<file path="src/rtl/dacwr_pkg.sv">
package dacwr_pkg;

  localparam int unsigned FRAME_BITS = 16;
  localparam int unsigned CODE_BITS  = 8;
  localparam int unsigned MODE_BITS  = 2;
  localparam int unsigned LEAD_PAD   = 2;
  localparam int unsigned TAIL_PAD   = FRAME_BITS - LEAD_PAD - MODE_BITS - CODE_BITS;
  localparam int unsigned HALF_EDGES = 2 * FRAME_BITS;

  typedef enum logic [1:0] {
    ST_IDLE  = 2'd0,
    ST_SHIFT = 2'd1,
    ST_GAP   = 2'd2
  } fsm_e;

  typedef logic [FRAME_BITS-1:0] frame_t;

  // padding positions are driven as zero
  function automatic frame_t pack_frame(input logic [CODE_BITS-1:0] code,
                                        input logic [MODE_BITS-1:0] mode);
    frame_t f;
    f = '0;
    f[FRAME_BITS-1-LEAD_PAD -: MODE_BITS] = mode;
    f[TAIL_PAD +: CODE_BITS]              = code;
    return f;
  endfunction

  // a rising step that starts bit 1..FRAME_BITS-1 moves the register
  function automatic logic shifts_on_step(input int unsigned edges_done);
    return (edges_done % 2 == 0) && (edges_done >= 2) && (edges_done < HALF_EDGES);
  endfunction

endpackage

</file>
<file path="src/rtl/dacwr_span_counter.sv">
module dacwr_span_counter #(
  parameter int unsigned SPAN = 2
) (
  input  logic clk,
  input  logic rst_n,
  input  logic run,
  output logic last
);
  localparam int unsigned CW = (SPAN > 1) ? $clog2(SPAN) : 1;
  localparam logic [CW-1:0] CNT_END = CW'(SPAN - 1);

  logic [CW-1:0] cnt_q;

  assign last = run && (cnt_q == CNT_END);

  always_ff @(posedge clk or negedge rst_n) begin
    if (!rst_n) begin
      cnt_q <= '0;
    end else if (!run || last) begin
      cnt_q <= '0;
    end else begin
      cnt_q <= cnt_q + 1'b1;
    end
  end
endmodule

</file>
<file path="src/rtl/dacwr_serializer.sv">
module dacwr_serializer import dacwr_pkg::*; (
  input  logic   clk,
  input  logic   rst_n,
  input  logic   load,
  input  frame_t frame_in,
  input  logic   shift,
  input  logic   clear,
  output logic   sdo
);
  frame_t sreg_q;

  assign sdo = sreg_q[FRAME_BITS-1];

  always_ff @(posedge clk or negedge rst_n) begin
    if (!rst_n) begin
      sreg_q <= '0;
    end else if (load) begin
      sreg_q <= frame_in;
    end else if (clear) begin
      sreg_q <= '0;
    end else if (shift) begin
      sreg_q <= {sreg_q[FRAME_BITS-2:0], 1'b0};
    end
  end
endmodule

</file>
<file path="src/rtl/dacwr_framer.sv">
module dacwr_framer import dacwr_pkg::*; #(
  parameter int unsigned HALF_DIV = 2,
  parameter int unsigned GAP_CYC  = 4
) (
  input  logic                 clk,
  input  logic                 rst_n,
  input  logic                 req_valid,
  output logic                 req_ready,
  input  logic [CODE_BITS-1:0] req_code,
  input  logic [MODE_BITS-1:0] req_mode,
  input  logic                 abort_i,
  output logic                 frame_done,
  output logic                 dac_sync,
  output logic                 dac_sclk,
  output logic                 dac_sdo
);
  localparam int unsigned EC_W = $clog2(HALF_EDGES + 1);
  localparam logic [EC_W-1:0] EC_LAST = EC_W'(HALF_EDGES);

  fsm_e            state_q, state_d;
  logic [EC_W-1:0] edge_cnt;
  logic            sclk_q;
  logic            done_q;

  // named events
  logic in_shift;
  logic accept;
  logic half_tick;
  logic gap_expire;
  logic abort_take;
  logic frame_end;
  logic step;
  logic rise_shift;

  assign req_ready  = (state_q == ST_IDLE);
  assign in_shift   = (state_q == ST_SHIFT);
  assign accept     = req_valid && req_ready;
  assign abort_take = in_shift && abort_i && (edge_cnt < EC_LAST);
  assign frame_end  = in_shift && !abort_take && half_tick && (edge_cnt == EC_LAST);
  assign step       = in_shift && !abort_take && half_tick && (edge_cnt != EC_LAST);
  assign rise_shift = step && shifts_on_step(int'(edge_cnt));

  dacwr_span_counter #(.SPAN(HALF_DIV)) u_half (
    .clk  (clk),
    .rst_n(rst_n),
    .run  (in_shift),
    .last (half_tick)
  );

  dacwr_span_counter #(.SPAN(GAP_CYC)) u_gap (
    .clk  (clk),
    .rst_n(rst_n),
    .run  (state_q == ST_GAP),
    .last (gap_expire)
  );

  dacwr_serializer u_ser (
    .clk     (clk),
    .rst_n   (rst_n),
    .load    (accept),
    .frame_in(pack_frame(req_code, req_mode)),
    .shift   (rise_shift),
    .clear   (abort_take || frame_end),
    .sdo     (dac_sdo)
  );

  always_comb begin
    state_d = state_q;
    unique case (state_q)
      ST_IDLE:  if (accept) state_d = ST_SHIFT;
      ST_SHIFT: if (abort_take || frame_end) state_d = ST_GAP;
      ST_GAP:   if (gap_expire) state_d = ST_IDLE;
      default:  state_d = ST_IDLE;
    endcase
  end

  always_ff @(posedge clk or negedge rst_n) begin
    if (!rst_n) begin
      state_q  <= ST_IDLE;
      edge_cnt <= '0;
      sclk_q   <= 1'b0;
      done_q   <= 1'b0;
    end else begin
      state_q <= state_d;
      done_q  <= frame_end;
      if (!in_shift) begin
        edge_cnt <= '0;
      end else if (step) begin
        edge_cnt <= edge_cnt + 1'b1;
      end
      if (!in_shift || abort_take || frame_end) begin
        sclk_q <= 1'b0;
      end else if (step) begin
        sclk_q <= ~sclk_q;
      end
    end
  end

  assign dac_sync   = (state_q == ST_GAP);
  assign dac_sclk   = sclk_q;
  assign frame_done = done_q;

endmodule

</file>
<file path="config.mk">
export PLATFORM = sky130hd
export DESIGN_NAME = dacwr_framer
export DESIGN_NICKNAME = d
export VERILOG_FILES = /design/src/rtl/dacwr_pkg.sv /design/src/rtl/dacwr_span_counter.sv /design/src/rtl/dacwr_serializer.sv /design/src/rtl/dacwr_framer.sv
export SDC_FILE = /design/constraint.sdc
export NUM_CORES = 1
export LEC_CHECK = 0
export ABC_AREA = 0
export BUFFER_PORTS_ARGS = -buffer_cell sky130_fd_sc_hd__buf_2
export CAP_MARGIN = 0
export CORE_MARGIN = 2
export CORE_UTILIZATION = 45
export DETAILED_ROUTE_END_ITERATION = 6
export GPL_ROUTABILITY_DRIVEN = 0
export GPL_TIMING_DRIVEN = 0
export MAX_ROUTING_LAYER = met4
export PLACE_DENSITY_LB_ADDON = 0.3
export SYNTH_ARGS = -nofsm -noshare
export SYNTH_HDL_FRONTEND = slang
export SYNTH_SLANG_ARGS = --single-unit
</file>
<file path="constraint.sdc">
create_clock -name clk -period 2.45 [get_ports clk]
set_input_delay 0 -clock clk [delete_from_list [all_inputs] [get_ports clk]]
set_output_delay 0 -clock clk [all_outputs]
set_load 0.01 [all_outputs]
</file>
Yosys cells after proc, flatten, opt, wreduce, memory -nomap -nowiden
Cells that the tools add are included.

Add/subtract/negate cells: 3. Magnitude comparators: 3. Equal/unequal tests: 9. Multiplexer cells: 13. Bitwise logic cells: 1. Reductions and logical operators: 25.

Operators by type and width (count): two-way mux 16 bit (3); logical NOT 32 bit (1); logical AND 1 bit (12); less-than comparator 6 bit (second input constant) (2); two-way mux 6 bit (2); two-way mux 2 bit (4); adder 6 x 1 -> 6 bit (second input constant) (1); equality test 6 bit (second input constant) (1); greater-or-equal comparator 6 x 2 -> 1 bit (second input constant) (1); != test 2 x 1 -> 1 bit (second input constant) (3); != test 6 bit (second input constant) (1); one-hot mux 2 bit (3 select lines) (1); logical OR 1 bit (5); equality test 2 bit (second input constant) (2); logical NOT 1 bit (3); two-way mux 1 bit (3); AND reduction 3 bit (1); nonzero test 3 bit (1); adder 2 x 1 -> 2 bit (second input constant) (1); equality test 2 x 1 -> 1 bit (second input constant) (1); logical NOT 2 bit (1); != test 2 bit (second input constant) (1); nonzero test 2 bit (1); adder 1 bit (second input constant) (1); NOT 1 bit (1).

Register bits: 29. Input port bits: 14. Output and inout port bits: 5. Word-level logic and storage cells: 61.

Longest topological paths before layout
Depth after elaboration: 11. Gate-level depth with buffers: 7. Depth with buffers taken out: 6.

Hierarchy
A second synthesis with hierarchy kept.

Cell total of the unflattened synthesis: 139. Area total of the unflattened synthesis: 1452.6 um^2.

By module, submodules not included: dacwr_serializer (times used 1, cells each 71, area an instance 759.5 um^2, seq. area each 400.4 um^2); dacwr_framer (times used 1, cells each 59, area an instance 560.5 um^2, seq. area each 250.2 um^2); dacwr_span_counter (u_gap) (times used 1, cells each 6, area an instance 91.3 um^2, seq. area each 50.0 um^2); dacwr_span_counter (u_half) (times used 1, cells each 3, area an instance 41.3 um^2, seq. area each 25.0 um^2).

Worst setup path after synthesis
Ideal clock, no wire load.

Path kind: reg2reg. Start: register edge_cnt[5]. End: register u_ser.sreg_q[13]. Data arrival time: 1.711 ns. Slack: 0.674 ns. Cell stages (with the launch flop): 6. Path buffers: 1. Period minus slack after synthesis: 1.776 ns. Cell sequence: dfrtp_1 or4b_4 a211oi_4 buf_6 mux2i_1 o211a_1.

Cells in the longest elaborated chain, start to end: 9. Elaborated cells on any way between the ends: 18. Classes of those cells: order compare: 3; eq/ne: 2; mux: 2; reduce/logical: 11.

Ends and longest elaborated chain: start, declared (RTL line dacwr_framer.sv:21) `logic [EC_W-1:0] edge_cnt;`; start signal, assigned (RTL line dacwr_framer.sv:89) `edge_cnt <= edge_cnt + 1'b1;`; less-than comparator 6 bit (RTL line dacwr_pkg.sv:30, dacwr_framer.sv:38); logical AND 1 bit (RTL line dacwr_framer.sv:38) `assign abort_take = in_shift && abort_i && (edge_cnt < EC_LAST);`; logical NOT 1 bit (RTL line dacwr_framer.sv:39, dacwr_framer.sv:40); logical AND 1 bit (2 in series) (RTL line dacwr_framer.sv:39, dacwr_framer.sv:40); logical AND 1 bit (RTL line dacwr_framer.sv:39) `assign frame_end = in_shift && !abort_take && half_tick && (edge_cnt == EC_LAST);`; logical OR 1 bit (RTL line dacwr_framer.sv:63) `.clear (abort_take || frame_end),`; two-way mux 16 bit (RTL line dacwr_serializer.sv:19) `end else if (clear) begin`; two-way mux 16 bit (RTL line dacwr_serializer.sv:17) `end else if (load) begin`; end signal, assigned (RTL line dacwr_serializer.sv:18) `sreg_q <= frame_in;`; end signal, assigned (RTL line dacwr_serializer.sv:22) `sreg_q <= {sreg_q[FRAME_BITS-2:0], 1'b0};`; end, declared (RTL line dacwr_serializer.sv:10) `frame_t sreg_q;`.

Several ways; a longest one is shown, not always the timed one. A chain may end at the register's enable or synchronous reset.

Worst setup path in the final report
Start: register u_half.cnt_q. End: register u_ser.sreg_q[13].

Cells in the longest elaborated chain, start to end: 6. Elaborated cells on any way between the ends: 9. Classes of those cells: mux: 2; reduce/logical: 7.

Ends and longest elaborated chain: start, declared (RTL line dacwr_span_counter.sv:12) `logic [CW-1:0] cnt_q;`; start signal, assigned (RTL line dacwr_span_counter.sv:22) `cnt_q <= cnt_q + 1'b1;`; logical AND 1 bit (*) (RTL line dacwr_span_counter.sv:14) `assign last = run && (cnt_q == CNT_END);`; logical AND 1 bit (*) (RTL line dacwr_framer.sv:39, dacwr_framer.sv:40); logical AND 1 bit (RTL line dacwr_framer.sv:39); logical OR 1 bit (RTL line dacwr_framer.sv:63); two-way mux 16 bit (RTL line dacwr_serializer.sv:19); two-way mux 16 bit (RTL line dacwr_serializer.sv:17).

Every way passes the cells marked *; elsewhere a longest branch is shown, timed or not.

==> impl_metrics.yaml <==
run_status:
  status: "completed"
synth:
  syn_area_per_cell_um2: 11.1
  synth.cell_area_um2: 1240
  ys.flop_type: "dfrtp_1"
  synth_largest_area_cell: "dfrtp_1"
  seq_area_frac_synth_pct: 50.4
  ys_types: 31
  yosysWarningCount: 0
  synthCells: 112
  synthMostInstantiatedCell: "dfrtp_1"
  synth_area_leaders: "dfrtp_1 50%, a21o_1 4.8%, nor2_1 4.2%"
  syn_nets: 129
  synth-seq-cells: 25
  synth-async-reset-ratio_pct: 100
  synthTopCellsByCount: "25 x dfrtp_1, 14 x nor2_1, 9 x nand2_1"
  synth_top_area_share_pct: 50.4
  synth_edf_count: 0
floorplan:
  io_pins: 19
  dieWidth_um: 56.5
  die_area_um2: 3200
  die_h_um: 56.5
  coreArea_um2: 2690
  start_util_pct: 46.3
  num_rows: 19
setup_path:
  startpoint_type: "register"
  cp-end-kind: "register"
  critPathArrivalTime_ns: 2.16
  worstRegToRegCells: 5
  cp_data_required_time_ns: 2.70
  criticalPathCategory: "register to register"
  worstPathMaxFanout: 10
sta:
  rsz0062_at_grt: "false"
  slew_headroom_pct: 60.7
  max_freq_ghz: 0.523
  skew_ns: 0.00555
  finalSetupTns_ns: 0
  whs_ns: 0.00843
  finalHoldViolCount: 0
  maxSlewViolCount: 0
  setup_violations: 0
  worst_pin_slew_ns: 0.588
  layout_min_cycle_time_ns: 1.91
  timing.final.crit_share_pct: 78.0
final_layout:
  final_area_um2: 1510
  final_core_util_pct: 56.1
  antenna_cells: 0
  nets: 163
  nFillCells: 241
  layout-drive-gt1-share_pct: 20.7
  final_cells: 176
  area_growth_pct: 21.3
global_routing:
  grt.met3_usage_pct: 3.23
  grt_overflow_total: 0
  grt_max_degree: 26
  grt_pass1_vias: 965
  use_met2_pct: 26.7
  gr-usage-met1_pct: 19.4
  grt_usage_pct: 16.1
  grt_pass1_wl_um: 3950
  antenna_found_initial: 0
  grt_busiest_layer: "met2"
detailed_routing:
  first_pass_iters: 4
  vias: 950
  ant_nets: 0
  routed_wl_um: 2270
  drcViolationCount: 0
  routed_via_density: 5.40
  wl_per_cell_um: 12.9
  drt_iter0_drc: 38
placed_design:
  place_hpwl_um: 1670
  dpl.cell_count: 161
  io_buffer_count: 18
  place_area_um2: 1370
pwr:
  clockPowerShare_pct: 14.9
  seqPwrFrac_pct: 51.1
  intPower_uw: 774
  powerDensity_nw_per_um2: 785
  peakVddDrop_mv: 0.420
  p_comb_share_pct: 34.0
  total_leakage_power_nw: 0.736
  p_sw_uw: 410
  switching_share_pct: 34.6
min_path:
  hp-class: "primary input to register"
  whs_path_depth: 3
flow_run:
  drv_cap: 0
clocking:
  postCtsSetupBuffers: 0
  cts_made_buffers: 3
  clock_latency_ns: 0.30
  clk_pin_slew_ns: 0.13
  cts_sinks: 25
  root_buffer: "clkbuf_4"
  htree_num_levels: 1
  cts_buffer_depth: 2
  cts_tree: "built"
[layout make-up]
type                       count  area, um^2  area share (%)
sequential                    25         626            41.5
multi-input combinational     79         579            38.4
timing repair buffer          29         200            13.3
tap                           31        38.8            2.57
clock buffer                   4        26.3            1.74
buffer                         3        18.8            1.24
inverter                       5        18.8            1.24
[kinds of logic (layout without fill, tap and decap cells)]
group | Yosys count | after routing | synth area share, %
buffers and inverters | 8 | 41 | 3.02
adders and majority gates | 3 | 3 | 3.02
AOI/OAI and AO/OA | 28 | 28 | 19.3
and+or+nand+nor | 42 | 42 | 19.6
xor gates and xnor gates | 2 | 2 | 1.41
muxes | 4 | 4 | 3.22
DFF | 25 | 25 | 50.4
[critical path: stages, from the launching register on]
cell and delay (ns):
dfrtp_1 0.50, or4b_4 0.51, a211oi_4 0.32, buf_6 0.20, mux2i_1 0.19, o211a_1 0.15
[stage by stage]
step	total power, mW	setup slack (ns)
floorplan	0.894	0.674
global placement	0.989	0.559
detailed placement	1.01	0.549
CTS	1.20	0.525
global route	1.28	0.441
finish	1.18	0.538
[layout by cell type (no fill, tap or decap), drive strengths merged, types with 3 or more instances in the layout]
| cell type | n |
|---|---|
| a22o | 8 |
| clkbuf | 6 |
| ha | 3 |
| a21o | 8 |
| buf | 19 |
| mux2i | 4 |
| inv | 5 |
| nor2b | 4 |
| nor2 | 14 |
| o21ai | 3 |
| dfrtp | 25 |
| nand2b | 5 |
| dlygate4sd3 | 11 |
| nand2 | 9 |
[layer usage]
layer,routed length [um],vias up
met1,1070,460
met4,31,0
met3,55,4
met2,1110,15
met5,0,-
li1,-,471
[worst paths after layout]
kind / from / to / slack [ns]
min in group asynchronous: rst_n / u_ser.sreg_q[9]$_DFFE_PN0P_ / 0.20
min reg2reg: u_gap.cnt_q[0]$_DFF_PN0_ / u_gap.cnt_q[0]$_DFF_PN0_ / 0.44
min: req_code[1] / u_ser.sreg_q[5]$_DFFE_PN0P_ / 0.008
max in group asynchronous: rst_n / edge_cnt[2]$_DFFE_PN0P_ / 1.89
max: u_half.cnt_q$_DFF_PN0_ / u_ser.sreg_q[13]$_DFFE_PN0P_ / 0.54
max reg2reg: u_half.cnt_q$_DFF_PN0_ / u_ser.sreg_q[13]$_DFFE_PN0P_ / 0.54
[power groups by stage]
stage / clock network (mW) / logic [mW] / registers [mW]
3_5_place_dp: 0 / 0.397 / 0.612
2_1_floorplan: 0 / 0.301 / 0.592
6_report: 0.176 / 0.403 / 0.604
5_1_grt: 0.199 / 0.456 / 0.624
3_3_place_gp: 0 / 0.383 / 0.607
4_1_cts: 0.185 / 0.412 / 0.604
[state kept, by name, indices dropped and copies added, names as in the netlist]
register / count
u_half.cnt_q: 1
frame_done: 1
edge_cnt: 6
u_ser.sreg_q: 12
u_gap.cnt_q: 2
dac_sclk: 1
state_q: 2
[what timing repair did]
| item | CTS | global route |
|---|---|---|
| hold buffers | 11 | 0 |
| endpoints found under the hold margin | 35 | 0 |
| setup endpoints to repair | 0 | 0 |
| resized for setup | 0 | 0 |
No activity file was read; power rests on OpenSTA's default activity.
